### config.mk
export PLATFORM = sky130hd
export DESIGN_NAME = rioReadResponder
export DESIGN_NICKNAME = d
export VERILOG_FILES = /design/src/rtl/rioRspPkg.sv /design/src/rtl/rspControl.sv /design/src/rtl/rspDatapath.sv /design/src/rtl/rioReadResponder.sv
export SDC_FILE = /design/constraint.sdc
export NUM_CORES = 1
export LEC_CHECK = 0
export ABC_AREA = 1
export BUFFER_PORTS_ARGS = -buffer_cell sky130_fd_sc_hd__buf_2
export CAP_MARGIN = 0
export CORE_AREA = 2 2 103 105
export CTS_BUF_LIST = sky130_fd_sc_hd__clkbuf_4 sky130_fd_sc_hd__clkbuf_8 sky130_fd_sc_hd__clkbuf_16
export CTS_CLUSTER_DIAMETER = 30
export CTS_CLUSTER_SIZE = 16
export DETAILED_ROUTE_END_ITERATION = 10
export DIE_AREA = 0 0 105 107
export GPL_TIMING_DRIVEN = 0
export PLACE_DENSITY = 0.75
export SLEW_MARGIN = 25
export SYNTH_ARGS = -nofsm -noshare
export SYNTH_HDL_FRONTEND = slang
export SYNTH_HIERARCHICAL = 1
export SYNTH_SLANG_ARGS = --single-unit
### constraint.sdc
create_clock -name clk -period 2.7 [get_ports clk]
set_input_delay 0.27 -clock clk [delete_from_list [all_inputs] [get_ports clk]]
set_output_delay 0.27 -clock clk [all_outputs]
set_load 0.005 [all_outputs]
### src/rtl/rioRspPkg.sv
package rioRspPkg;
  typedef struct packed {
    logic load;
    logic advance;
  } ctrlStrobes_t;

  function automatic logic [6:0] decodeBytes(input logic [3:0] sz, input logic wd);
    logic [6:0] n;
    n = 7'd0;
    if (sz == 4'b1011) n = wd ? 7'd16 : 7'd8;
    else if (sz == 4'b1100) n = wd ? 7'd64 : 7'd32;
    return n;
  endfunction

  function automatic logic [1:0] bumpPrio(input logic [1:0] p);
    return (p == 2'b11) ? 2'b11 : p + 2'b01;
  endfunction
endpackage

### src/rtl/rspControl.sv
module rspControl
  import rioRspPkg::*;
(
  input  logic         clk,
  input  logic         rstN,
  input  logic         hdrValid,
  input  logic         reqIsRead,
  input  logic         txReady,
  input  logic         firstBeat,
  input  logic         lastBeat,
  output logic         hdrReady,
  output logic         txValid,
  output logic         txSop,
  output logic         txEop,
  output ctrlStrobes_t strobes
);
  typedef enum logic {ST_IDLE, ST_SEND} state_t;
  state_t state;

  assign hdrReady        = (state == ST_IDLE);
  assign txValid         = (state == ST_SEND);
  assign strobes.load    = hdrValid && hdrReady && reqIsRead;
  assign strobes.advance = txValid && txReady;
  assign txSop           = txValid && firstBeat;
  assign txEop           = txValid && lastBeat;

  always_ff @(posedge clk) begin
    if (!rstN) begin
      state <= ST_IDLE;
    end else begin
      case (state)
        ST_IDLE: if (strobes.load) state <= ST_SEND;
        ST_SEND: if (strobes.advance && lastBeat) state <= ST_IDLE;
        default: state <= ST_IDLE;
      endcase
    end
  end
endmodule

### src/rtl/rspDatapath.sv
module rspDatapath
  import rioRspPkg::*;
#(
  parameter int DATA_W  = 128,
  parameter int HDR_W   = 115,
  parameter logic [7:0] PATTERN = 8'hA5
) (
  input  logic                       clk,
  input  logic                       rstN,
  input  ctrlStrobes_t               strobes,
  input  logic [HDR_W-1:0]           hdrData,
  output logic                       reqIsRead,
  output logic                       firstBeat,
  output logic                       lastBeat,
  output logic [DATA_W-1:0]          txData,
  output logic [$clog2(DATA_W/8)-1:0] emptyLast,
  output logic [7:0]                 txPacketSize
);
  localparam int LANES     = DATA_W / 8;
  localparam int HDR_BYTES = 8;
  localparam int MAX_BEATS = (HDR_BYTES + 64 + LANES - 1) / LANES;
  localparam int BEAT_W    = $clog2(MAX_BEATS + 1);
  localparam int EMPTY_W   = $clog2(LANES);

  logic [63:0]       rspHdr;
  logic [7:0]        baseLow;
  logic [7:0]        totalBytes;
  logic [BEAT_W-1:0] beatIdx;
  logic [7:0]        numBeats;
  logic [6:0]        reqBytes;

  assign reqIsRead = (hdrData[99:96] == 4'b0010) && (hdrData[63:60] == 4'b0100) &&
                     (hdrData[101:100] == 2'b01);
  assign reqBytes  = decodeBytes(hdrData[59:56], hdrData[18]);

  always_ff @(posedge clk) begin
    if (!rstN) begin
      rspHdr     <= '0;
      baseLow    <= '0;
      totalBytes <= 8'(HDR_BYTES);
      beatIdx    <= '0;
    end else if (strobes.load) begin
      rspHdr     <= {8'h00, bumpPrio(hdrData[103:102]), 2'b01, 4'hD,
                     hdrData[79:64], hdrData[95:80],
                     (reqBytes != 0) ? 4'b1000 : 4'b0000,
                     (reqBytes != 0) ? 4'b0000 : 4'b0111,
                     hdrData[55:48]};
      baseLow    <= {hdrData[23:19], 3'b000};
      totalBytes <= 8'(HDR_BYTES) + {1'b0, reqBytes};
      beatIdx    <= '0;
    end else if (strobes.advance) begin
      beatIdx    <= beatIdx + 1'b1;
    end
  end

  assign numBeats     = (totalBytes + 8'(LANES - 1)) >> $clog2(LANES);
  assign firstBeat    = (beatIdx == '0);
  assign lastBeat     = (8'(beatIdx) == numBeats - 8'd1);
  assign emptyLast    = EMPTY_W'(numBeats * 8'(LANES) - totalBytes);
  assign txPacketSize = totalBytes;

  for (genvar j = 0; j < LANES; j++) begin : g_lane
    logic [7:0] idx;
    logic [7:0] laneByte;
    assign idx = 8'(beatIdx) * 8'(LANES) + 8'(j);
    always_comb begin
      if (idx < 8'(HDR_BYTES))
        laneByte = rspHdr[8*(7 - idx[2:0]) +: 8];
      else if (idx < totalBytes)
        laneByte = (baseLow + idx - 8'(HDR_BYTES)) ^ PATTERN;
      else
        laneByte = 8'h00;
    end
    assign txData[DATA_W-1-8*j -: 8] = laneByte;
  end
endmodule

### src/rtl/rioReadResponder.sv
module rioReadResponder
  import rioRspPkg::*;
#(
  parameter int DATA_W = 128,
  parameter int HDR_W  = 115
) (
  input  logic                        clk,
  input  logic                        rstN,
  input  logic                        hdrValid,
  output logic                        hdrReady,
  input  logic [HDR_W-1:0]            hdrData,
  output logic                        txValid,
  input  logic                        txReady,
  output logic [DATA_W-1:0]           txData,
  output logic                        txSop,
  output logic                        txEop,
  output logic [$clog2(DATA_W/8)-1:0] txEmpty,
  output logic [7:0]                  txPacketSize
);
  ctrlStrobes_t strobes;
  logic reqIsRead, firstBeat, lastBeat;
  logic [$clog2(DATA_W/8)-1:0] emptyLast;

  rspControl u_ctrl (
    .clk(clk), .rstN(rstN), .hdrValid(hdrValid), .reqIsRead(reqIsRead),
    .txReady(txReady), .firstBeat(firstBeat), .lastBeat(lastBeat),
    .hdrReady(hdrReady), .txValid(txValid), .txSop(txSop), .txEop(txEop),
    .strobes(strobes)
  );

  rspDatapath #(.DATA_W(DATA_W), .HDR_W(HDR_W)) u_dp (
    .clk(clk), .rstN(rstN), .strobes(strobes), .hdrData(hdrData),
    .reqIsRead(reqIsRead), .firstBeat(firstBeat), .lastBeat(lastBeat),
    .txData(txData), .emptyLast(emptyLast), .txPacketSize(txPacketSize)
  );

  assign txEmpty = txEop ? emptyLast : '0;
endmodule

======== Word level (Yosys, flattened, before mapping) ========
Cells that the tools add are included.
storage, ports and cells
  register bits ........................... 71
  output and inout bits ................... 144
cells by class
  $add $sub $neg .......................... 68
  order comparisons ....................... 32
  eq/ne operators ......................... 7
  shift operators ......................... 15
  muxes and demuxes ....................... 43
  bitwise operators ....................... 18
  reduce and logical (&&, ||, !) cells .... 11
operators by type and width
  cell                                                number
  variable part select 64 x 33 -> 8 bit               15
  2-to-1 mux 8 bit                                    32
  subtractor 8 x 4 -> 8 bit, second input constant    16
  adder 8 bit                                         15
  < comparator 8 x 4 -> 1 bit, second input constant  15
  < comparator 8 bit                                  15
  adder 7 x 4 -> 8 bit, second input constant         8
  inverter 4 bit                                      16
  subtractor 3 x 3 -> 4 bit, first input constant     15
  adder 7 x 3 -> 8 bit, second input constant         4
  2-to-1 mux 7 bit                                    3
  adder 7 x 2 -> 8 bit, second input constant         2
  adder 4 x 7 -> 8 bit, first input constant          1
  adder 7 x 1 -> 8 bit, second input constant         1
  adder 8 x 4 -> 8 bit, second input constant         1
  adder 8 x 7 -> 8 bit                                1
  equality test 3 x 8 -> 1 bit                        1
  equality test 4 bit, second input constant          2
  logical AND 1 bit                                   8
  < comparator 7 x 8 -> 1 bit                         1
  2-to-1 mux 4 bit                                    2
  < comparator 7 x 4 -> 1 bit, second input constant  1
  nonzero test 7 bit                                  1
  2-to-1 mux 5 bit                                    1
  15 further kinds                                    17

======== Logic depth before layout (Yosys ltp) ========
Gate-level depths: netlist (run 1).
  depth in word-level cells ............... 6
  depth in mapped cells ................... 16

======== Modules after synthesis ========
Netlist (run 1), hierarchy kept.
by module, submodules not included
  module            instances  cells an instance  area each (µm²)  seq. area each (µm²)
  rspDatapath       1          506                3614.7           1161.1
  rspControl        1          15                 72.6             20.0
  rioReadResponder  1          8                  30.0             0.0

======== Least setup slack after synthesis (run 1) ========
OpenSTA, ideal clock, no wires.
  path kind ............................... register to output
  start point ............................. reg u_dp.totalBytes[5] (netlist: u_dp/txPacketSize[5])
  end point ............................... out txData[15]
  arrival time ............................ 2.352 ns
  required time ........................... 2.430 ns
  path slack .............................. 0.078 ns
  stages on the path, launching flop included .. 9
  buffers on the path ..................... 1
  cells stage by stage .................... dfxtp_1 -> inv_1 -> ha_1 -> inv_1 -> o21ai_0 -> a21oi_1 -> o21ai_0 -> a21oi_1 -> buf_4
between the ends
  word-level cells in the longest chain between the ends .. 3
RTL lines
  what                      RTL line                source
  start: declaration        rspDatapath.sv:27       logic [7:0] totalBytes;
  start signal: assignment  rspDatapath.sv:40       totalBytes <= 8'(HDR_BYTES);
  start signal: assignment  rspDatapath.sv:49       totalBytes <= 8'(HDR_BYTES) + {1'b0, reqBytes};
  < comparator 8 bit        rspDatapath.sv:69       else if (idx < totalBytes)
  2-to-1 mux 8 bit          rspDatapath.sv:69
  2-to-1 mux 8 bit          rspDatapath.sv:67       if (idx < 8'(HDR_BYTES))
  end: declaration          rioReadResponder.sv:14  output logic [DATA_W-1:0] txData,
No other way between the ends.

======== Final worst setup path (run 1) ========
  start point ............................. reg u_dp.beatIdx[1]
  end point ............................... out txData[117]
between the ends
  word-level cells in the longest chain between the ends .. 6
  elaborated cells on any way between the ends .. 8
  those cells by class .................... add/sub: 3; order compare: 2; mux: 2; bitwise: 1
RTL lines
  what                             RTL line           source
  start: declaration               rspDatapath.sv:28  logic [BEAT_W-1:0] beatIdx;
  start signal: assignment         rspDatapath.sv:52  beatIdx <= beatIdx + 1'b1;
  adder 7 x 1 -> 8 bit *           rspDatapath.sv:65  assign idx = 8'(beatIdx) * 8'(LANES) + 8'(j);
  adder 8 bit                      rspDatapath.sv:70  laneByte = (baseLow + idx - 8'(HDR_BYTES)) ^ PATTERN;
  subtractor 8 x 4 -> 8 bit        rspDatapath.sv:70
  inverter 4 bit (no source line)  n/a
  2-to-1 mux 8 bit                 rspDatapath.sv:69
  2-to-1 mux 8 bit *               rspDatapath.sv:67
Every way passes the cells marked *; elsewhere a longest branch is shown, timed or not.

==> results.json, run 1 <==
{
  "cts-root-buf": "clkbuf_8",
  "worstSetupPathDepth": 8,
  "path_max_fanout": 7,
  "yosysUniqueCellTypes": 31,
  "dieWidth_microns": 105,
  "synthMuxAreaShare_pct": 0,
  "cts_buffers": 9,
  "die_h_microns": 107,
  "io_pins": 263,
  "arrival_ns": 2.32,
  "dieArea_sq_um": 11200,
  "cpPeakStageDelay_ns": 0.56,
  "setup_slack_ns": 0.105,
  "drt-total-wl_microns": 11700,
  "ys_seq_elements": 59,
  "dp.final_hpwl_microns": 8480,
  "crit_family": "adder cells",
  "dp_slack_ns": -0.397,
  "final_max_slew_viol_count": 0,
  "hold_viol_final": 0,
  "initial_core_util_pct": 36.8,
  "antenna_found_initial": 1,
  "wire_per_inst_microns": 12.9,
  "drt_iter0_markers": 210,
  "synthToLayoutAreaGrowth_pct": 47.2,
  "drv_cap": 0,
  "core_sq_um": 10100,
  "fin_skew_ns": 0.00390,
  "synth_top_family_by_area": "buffers and inverters",
  "syn_area_sq_um": 3720,
  "rr_worst_depth": 14,
  "first_pass_iters": 4,
  "grt_max_degree": 13,
  "required_ns": 2.43,
  "cts.sinks": 59,
  "htreeDepth": 3,
  "grt_pass1_wl_microns": 18200,
  "fmax_mhz": 385,
  "leakage_nw": 3.04,
  "fin_cells": 910,
  "cts_tree": "yes",
  "fin_crit_ns": 2.59,
  "critPathMostFrequentCell": "buf_4",
  "setup_viol": 0,
  "fin_util_pct": 54.2,
  "end_kind": "output pin",
  "grtUsageTotal_pct": 20.3,
  "synthAdderAreaFrac_pct": 7.47,
  "row_count": 37,
  "viasPerCell": 4.40,
  "yosys_warnings": 6,
  "drc_errors": 0,
  "ant_nets": 0,
  "rsz0062_at_grt": "no",
  "synth_compound_area_share_pct": 15.2,
  "grt_pass1_vias": 3717,
  "outcome": "complete, no violations",
  "drive_above_1_share_pct": 45.1,
  "tightest_slew_ns": 0.721,
  "insertion_delay_ns": 0.33,
  "nets": 908,
  "cts_hold_buf": 0,
  "synth-simple-area-share_pct": 17.2,
  "place.gp.congestion": 0.820,
  "setup_tns_ns": 0,
  "synth_xor_area_share_pct": 1.62,
  "via_count": 4008,
  "crit_buf_inv": 5,
  "clk_pin_slew_ns": 0.07,
  "hp-class": "in2reg",
  "final_common_cell": "buf_2",
  "yosysSeqAreaShare_pct": 31.8,
  "post-route-period-util_pct": 96.1,
  "dp_cells": 873,
  "critical_path_class": "reg2out",
  "slew_headroom_pct": 51.9,
  "powerDensity_nw_per_um2": 325,
  "grt_remaining_overflow": 0,
  "critPathLaunchType": "flop",
  "postSynthCellCount": 529,
  "irDropWorstVdd_v": 0.000282,
  "cp_slowest_cell": "fa_1",
  "holdPathStages": 3,
  "portBuffers": 189,
  "path_cells": "inv_1, ha_4, fa_1, nand4_1, buf_4, inv_2, buf_4, buf_2",
  "most-common-layout-cells": "194 x buf_2, 91 x buf_4, 90 x inv_1",
  "postSynthAreaPerCell_sq_um": 7.03,
  "cts_buffer_depth": 2
}
tightest hold or removal path: stages:
cell and delay, ns:
buf_2 0.08, nand2_1 0.04, o21ai_0 0.05
flip-flops by register name, summed over array words and instances, names as in the netlist:
name,cells
u_dp/rspHdr,45
u_ctrl/txValid,1
u_dp/beatIdx,3
u_dp/baseLow,5
u_dp/txPacketSize,5
synthesized netlist by cell type:
cell      number  share of area (%)
nor2_2         2               0.34
o22ai_1        7                1.2
a21oi_4        1               0.44
fa_1           2                1.1
ha_1          19                6.4
o32ai_1        1               0.24
nand4_4        1               0.57
a21oi_1        8                1.1
nand3_1       10                1.3
conb_1         1               0.10
xnor2_2        1               0.44
dfxtp_1       59                 32
nor3_1         2               0.27
buf_2          5               0.67
inv_1         99                 10
nand3_4        1               0.47
nand2_1       85                8.6
o21ai_0       84                 11
clkbuf_1       9               0.91
inv_2          2               0.20
o211a_1        1               0.27
nor4b_1        1               0.24
nor2_1        40                4.0
xor2_1         1               0.24
buf_6          1               0.30
xnor2_1        4               0.94
o21bai_1       2               0.40
nand2_4        1               0.30
o22ai_2        1               0.34
buf_4         72                 15
nand4_1        6                1.0
per-stage QoR:
stage,instance area [sq um],power [mW],hold WS [ns]
finish,5470,1.78,0.136
global route,5470,1.85,0.125
CTS,5270,1.80,0.121
detailed placement,4900,0.992,0.449
global placement,4900,0.991,0.447
floorplan,3790,0.934,0.383
final cells by class:
cell class / instances / area (sq um)
Clock buffer: 11 / 145
Timing Repair Buffer: 209 / 1110
Tap cell: 136 / 170
Inverter: 101 / 388
Clock inverter: 5 / 52.6
Buffer: 87 / 611
Fill cell: 1010 / 4620
Multi-Input combinational cell: 301 / 1790
Antenna cell: 1 / 2.50
Sequential cell: 59 / 1200
metal layers:
layer  vias up  global-route usage (%)  part of all wire [%]
li1       2029                       -                     -
met1      1814                    23.5                    41
met2       154                    36.7                    51
met3        11                    5.41                   6.6
met4         0                    5.52                  0.97
met5         -                       0                     0
final timing paths:
path / startpoint / to / slack (ns)
setup reg to reg: u_dp/txPacketSize[3] / u_ctrl/txValid / 0.80
setup / recovery: u_dp/beatIdx[1] / txData[117] / 0.11
hold / removal: hdrData[48] / u_dp/rspHdr[0] / 0.14
hold reg to reg: u_dp/rspHdr[6] / u_dp/rspHdr[6] / 0.47
kinds of logic (layout without fill, tap and decap cells):
| family | count (synthesis) | count (layout) |
|---|---|---|
| flip-flops | 59 | 59 |
| other | 1 | 21 |
| XOR/XNOR | 6 | 6 |
| adder cells (fa/ha/maj) | 21 | 21 |
| AND/OR/NAND/NOR | 149 | 149 |
| AO/OA/AOI/OAI | 105 | 105 |
| buffers and inverters | 188 | 413 |
power breakdown:
group	total (mW)	switching [mW]	internal, mW
clock network	0.808	0.352	0.457
registers	0.865	0.000124	0.865
logic	0.104	0.0469	0.0572
timing repair:
| item | CTS | global route |
|---|---|---|
| cloned | 0 | 0 |
| setup endpoints to repair | 83 | 61 |
| resized for setup | 24 | 31 |
| setup buffers | 11 | 9 |
| hold endpoints to repair | 0 | 0 |
| pin swaps | 5 | 10 |
No activity file was read; power rests on OpenSTA's default activity.
==> run 2, diff against run 1 <==
Settings changed: HOLD_SLACK_MARGIN set to 0.12.
Clock period 2.7 ns to 3.04 ns, I/O delays scaled along.
==> results.json, run 2 (same netlist as run 1, synthesis figures left out) <==
{
  "core_sq_um": 10100,
  "final_common_cell": "buf_2",
  "largest_reg_flops": 45,
  "wire_per_inst_microns": 12.5,
  "dp_slack_ns": -0.0908,
  "row_count": 37,
  "drt_iter0_markers": 177,
  "fin_skew_ns": 0.00508,
  "antenna_found_initial": 1,
  "drv_cap": 0,
  "post-route-period-util_pct": 94.6,
  "setup_slack_ns": 0.163,
  "leakage_nw": 2.97,
  "holdPathStages": 3,
  "critPathMostFrequentCell": "inv_1",
  "end_kind": "output pin",
  "drt-total-wl_microns": 11200,
  "fin_crit_ns": 2.88,
  "rsz0062_at_grt": "no",
  "grt_max_degree": 15,
  "critPathLaunchType": "flop",
  "irDropWorstVdd_v": 0.000251,
  "path_cells": "inv_1, ha_1, inv_2, ha_2, inv_1, fa_1, nand4_1, buf_4, o21ai_0, buf_2",
  "outcome": "complete, no violations",
  "setup_tns_ns": 0,
  "arrival_ns": 2.57,
  "path_max_fanout": 5,
  "grtUsageTotal_pct": 19.9,
  "cts_buffer_depth": 2,
  "required_ns": 2.74,
  "cts_buffers": 9,
  "powerDensity_nw_per_um2": 302,
  "grt_remaining_overflow": 0,
  "power_mw": 1.58,
  "clk_pin_slew_ns": 0.07,
  "most-common-layout-cells": "194 x buf_2, 98 x inv_1, 85 x nand2_1",
  "tightest_slew_ns": 0.694,
  "viasPerCell": 4.33,
  "drc_errors": 0,
  "portBuffers": 189,
  "die_h_microns": 107,
  "regMostFlops": "u_dp/rspHdr",
  "setup_viol": 0,
  "dieArea_sq_um": 11200,
  "final_cell_area_sq_um": 5230,
  "cts_tree": "yes",
  "via_count": 3887,
  "cp_slowest_cell": "fa_1",
  "initial_core_util_pct": 36.8,
  "ff2ff_setup_slack_ns": 1.03,
  "grt_pass1_vias": 3650,
  "cpPeakStageDelay_ns": 0.51,
  "dp.final_hpwl_microns": 8480,
  "slew_headroom_pct": 53.7,
  "dieWidth_microns": 105,
  "fin_util_pct": 51.8,
  "cts.sinks": 59,
  "first_pass_iters": 4,
  "final_max_slew_viol_count": 0,
  "ant_nets": 0,
  "drive_above_1_share_pct": 41.3,
  "synthToLayoutAreaGrowth_pct": 40.6,
  "cts-root-buf": "clkbuf_8",
  "place.gp.congestion": 0.820,
  "rr_worst_depth": 13,
  "hold_viol_final": 0,
  "grt_pass1_wl_microns": 17800,
  "htreeDepth": 3,
  "hp-class": "in2reg",
  "insertion_delay_ns": 0.33,
  "fmax_mhz": 348,
  "critical_path_class": "reg2out",
  "nets": 896,
  "placed_area_sq_um": 4900,
  "io_pins": 263
}
## run 2: cell types whose count changed in the layout (fill, tap and decap cells not counted), moves of 2 or more
cell     delta
nor2_2      +4
dfxtp_4     -4
inv_2       -5
inv_1       +8
nor2_4      -5
ha_1        +6
buf_4      -12
nand2_1     +3
o21ai_1     -3
nand2_2     -3
inv_4       -2
ha_4        -7
dfxtp_1     +3
o21ai_0     +3
## run 2: stage by stage
step / cells / hold WS [ns]
final: 898 / 0.170
after CTS: 892 / 0.155
after global routing: 898 / 0.158
after detailed placement: 873 / 0.449
after floorplan: 548 / 0.417
after global placement: 873 / 0.447
## run 2: cell type report
class	count	area, sq um
tap	136	170
buffer	87	611
timing repair buffer	197	1020
fill	1043	4870
clock inverter	5	52.6
inverter	101	379
clock buffer	11	145
multi-input combinational	301	1660
antenna	1	2.50
sequential	59	1190
## run 2: report_power, final
part | switching [mW] | internal, mW
clock | 0.310 | 0.406
combinational | 0.0415 | 0.0506
sequential | 0.000106 | 0.772
total | 0.351 | 1.23
## run 2: timing repair
action,CTS,global route
hold buffers,0,0
setup buffers,3,5
gates resized for setup,4,12
pin swaps,1,2
setup endpoints to repair,61,59
## run 2: metal layers
| layer | vias to the layer above | routed length [microns] | global-route usage (%) |
|---|---|---|---|
| met5 | - | 0 | 0 |
| met4 | 0 | 147 | 6.29 |
| met3 | 11 | 696 | 5.84 |
| met2 | 132 | 5610 | 35.6 |
| met1 | 1738 | 4740 | 22.8 |
| li1 | 2006 | - | - |
## run 2: worst max-delay path, delay by kind of cell, from the launching register on
kind            cells  cell delay (ns)
compound gates      1             0.07
simple gates        1             0.24
fa+ha+maj           3             0.97
flops               1             0.37
buf+inv             5             0.59
## run 2: worst paths after layout
path / from / endpoint
worst max register to register: u_dp/txPacketSize[3] / u_ctrl/txValid
worst min register to register: u_dp/rspHdr[6] / u_dp/rspHdr[6]
worst max-delay path: u_dp/beatIdx[0] / txData[85]
worst min-delay path: hdrData[48] / u_dp/rspHdr[0]
==> run 3, diff against run 2 <==
==> constraint.sdc (replaced) <==
create_clock -name clk -period 3.04 [get_ports clk]
set_input_delay 0.304 -clock clk [delete_from_list [all_inputs] [get_ports clk]]
set_output_delay 0.304 -clock clk [all_outputs]
set_load 0.05 [all_outputs]
==> results.json, run 3 (same netlist as run 1, synthesis figures left out) <==
{
  "dp_cells": 873,
  "drt_iter0_markers": 206,
  "slew_headroom_pct": 56.7,
  "power_mw": 1.67,
  "final_cell_area_sq_um": 5320,
  "whs_ns": 0.158,
  "powerDensity_nw_per_um2": 314,
  "dieArea_sq_um": 11200,
  "synthToLayoutAreaGrowth_pct": 43.1,
  "grt_max_degree": 15,
  "antenna_found_initial": 0,
  "arrival_ns": 2.64,
  "timing.rr.start": "u_dp/txPacketSize[3]",
  "viasPerCell": 4.34,
  "dieWidth_microns": 105,
  "required_ns": 2.74,
  "fmax_mhz": 339,
  "post-route-period-util_pct": 96.9,
  "row_count": 37,
  "most-common-layout-cells": "178 x buf_2, 96 x inv_1, 89 x buf_4",
  "rr_worst_depth": 11,
  "regArea_sq_um": 1190,
  "hold-path-endpoint": "u_dp/baseLow[7]",
  "htreeDepth": 3,
  "fin_skew_ns": 0.00845,
  "drv_cap": 0,
  "drt-total-wl_microns": 11100,
  "setup_tns_ns": 0,
  "irDropWorstVdd_v": 0.000229,
  "cts_buffers": 9,
  "dp_slack_ns": -0.0805,
  "fin_util_pct": 52.7,
  "nets": 896,
  "holdPathStages": 3,
  "wire_per_inst_microns": 12.4,
  "cts.sinks": 59,
  "drive_above_1_share_pct": 42.0,
  "via_count": 3895,
  "critPathLaunchType": "flop",
  "tightest_slew_ns": 0.649,
  "num_antenna_cells": 0,
  "dp.final_hpwl_microns": 8520,
  "outcome": "complete, no violations",
  "setup_slack_ns": 0.0929,
  "regMostFlops": "u_dp/rspHdr",
  "path_max_fanout": 7,
  "ff2ff_setup_slack_ns": 1.00,
  "placed_area_sq_um": 4960,
  "end_kind": "output pin",
  "place.gp.congestion": 0.845,
  "portBuffers": 189,
  "ant_nets": 0,
  "io_pins": 263,
  "hp-class": "in2reg",
  "multi_input_area_sq_um": 1690,
  "final_max_slew_viol_count": 0,
  "first_pass_iters": 4,
  "cts_tree": "yes",
  "cts_buffer_depth": 2,
  "largest_reg_flops": 45,
  "insertion_delay_ns": 0.34,
  "final_common_cell": "buf_2",
  "timing.rr.end": "u_ctrl/txValid",
  "grtUsageTotal_pct": 19.3,
  "grt_pass1_vias": 3466,
  "initial_core_util_pct": 36.8,
  "fillers": 1030,
  "core_sq_um": 10100,
  "grt_pass1_wl_microns": 17100,
  "cts-root-buf": "clkbuf_8",
  "hp-start": "hdrData[23]",
  "clk_pin_slew_ns": 0.07,
  "hold_viol_final": 0,
  "fin_cells": 897,
  "setup_viol": 0,
  "grt_remaining_overflow": 0,
  "critical_path_class": "reg2out",
  "die_h_microns": 107,
  "drc_errors": 0,
  "leakage_nw": 2.97,
  "fin_crit_ns": 2.95
}
## run 3: cell count changes in the layout (fill, tap and decap cells not counted), moves of 2 or more
| cell | change |
|---|---|
| nor2_2 | -4 |
| inv_1 | -2 |
| buf_2 | -16 |
| clkbuf_4 | +5 |
| inv_2 | +2 |
| nor2_4 | +4 |
| buf_4 | +10 |
| dfxtp_1 | -2 |
| clkbuf_8 | +2 |
## run 3: critical path, stage by stage, from the launching register on
cell	delay (ns)
dfxtp_4	0.40
inv_1	0.11
ha_1	0.30
inv_2	0.09
ha_1	0.17
inv_1	0.07
fa_2	0.54
nand4_1	0.09
buf_4	0.18
o21ai_0	0.07
buf_2	0.31
## run 3: cell type report
cell class	count	area share, %
Inverter	101	7.13
Tap cell	136	3.20
Timing Repair Buffer	197	19.9
Clock buffer	12	3.10
Sequential cell	59	22.5
Clock inverter	4	0.894
Multi-Input combinational cell	301	31.8
Buffer	87	11.5
## run 3: repair_timing
action	CTS	global route
gates resized for setup	10	23
hold buffers	0	0
setup buffers	2	6
setup endpoints to repair	23	67
pin swaps	1	4
## run 3: routing by layer
| metal | wire length [microns] | track usage [%] |
|---|---|---|
| met1 | 4670 | 23.0 |
| met2 | 5530 | 33.6 |
| met3 | 708 | 5.05 |
| met4 | 189 | 6.48 |
| met5 | 0 | 0 |
## run 3: how the worst max path moves through the flow
stage / startpoint / to / slack, ns / cells after the start
after floorplan: u_dp/beatIdx[2] / txData[79] / 0.03 / 8
after global placement: u_dp/beatIdx[0] / txData[118] / -0.06 / 10
after detailed placement: u_dp/beatIdx[0] / txData[86] / -0.08 / 10
after CTS: u_dp/beatIdx[2] / txData[119] / 0.01 / 9
after global routing: u_dp/beatIdx[0] / txData[117] / -0.03 / 11
final: u_dp/beatIdx[0] / txData[93] / 0.09 / 10
## run 3: power by group
group | switching (mW) | internal [mW] | total [mW]
Combinational | 0.0849 | 0.0521 | 0.137
Clock | 0.319 | 0.443 | 0.762
Sequential | 0.000108 | 0.771 | 0.771
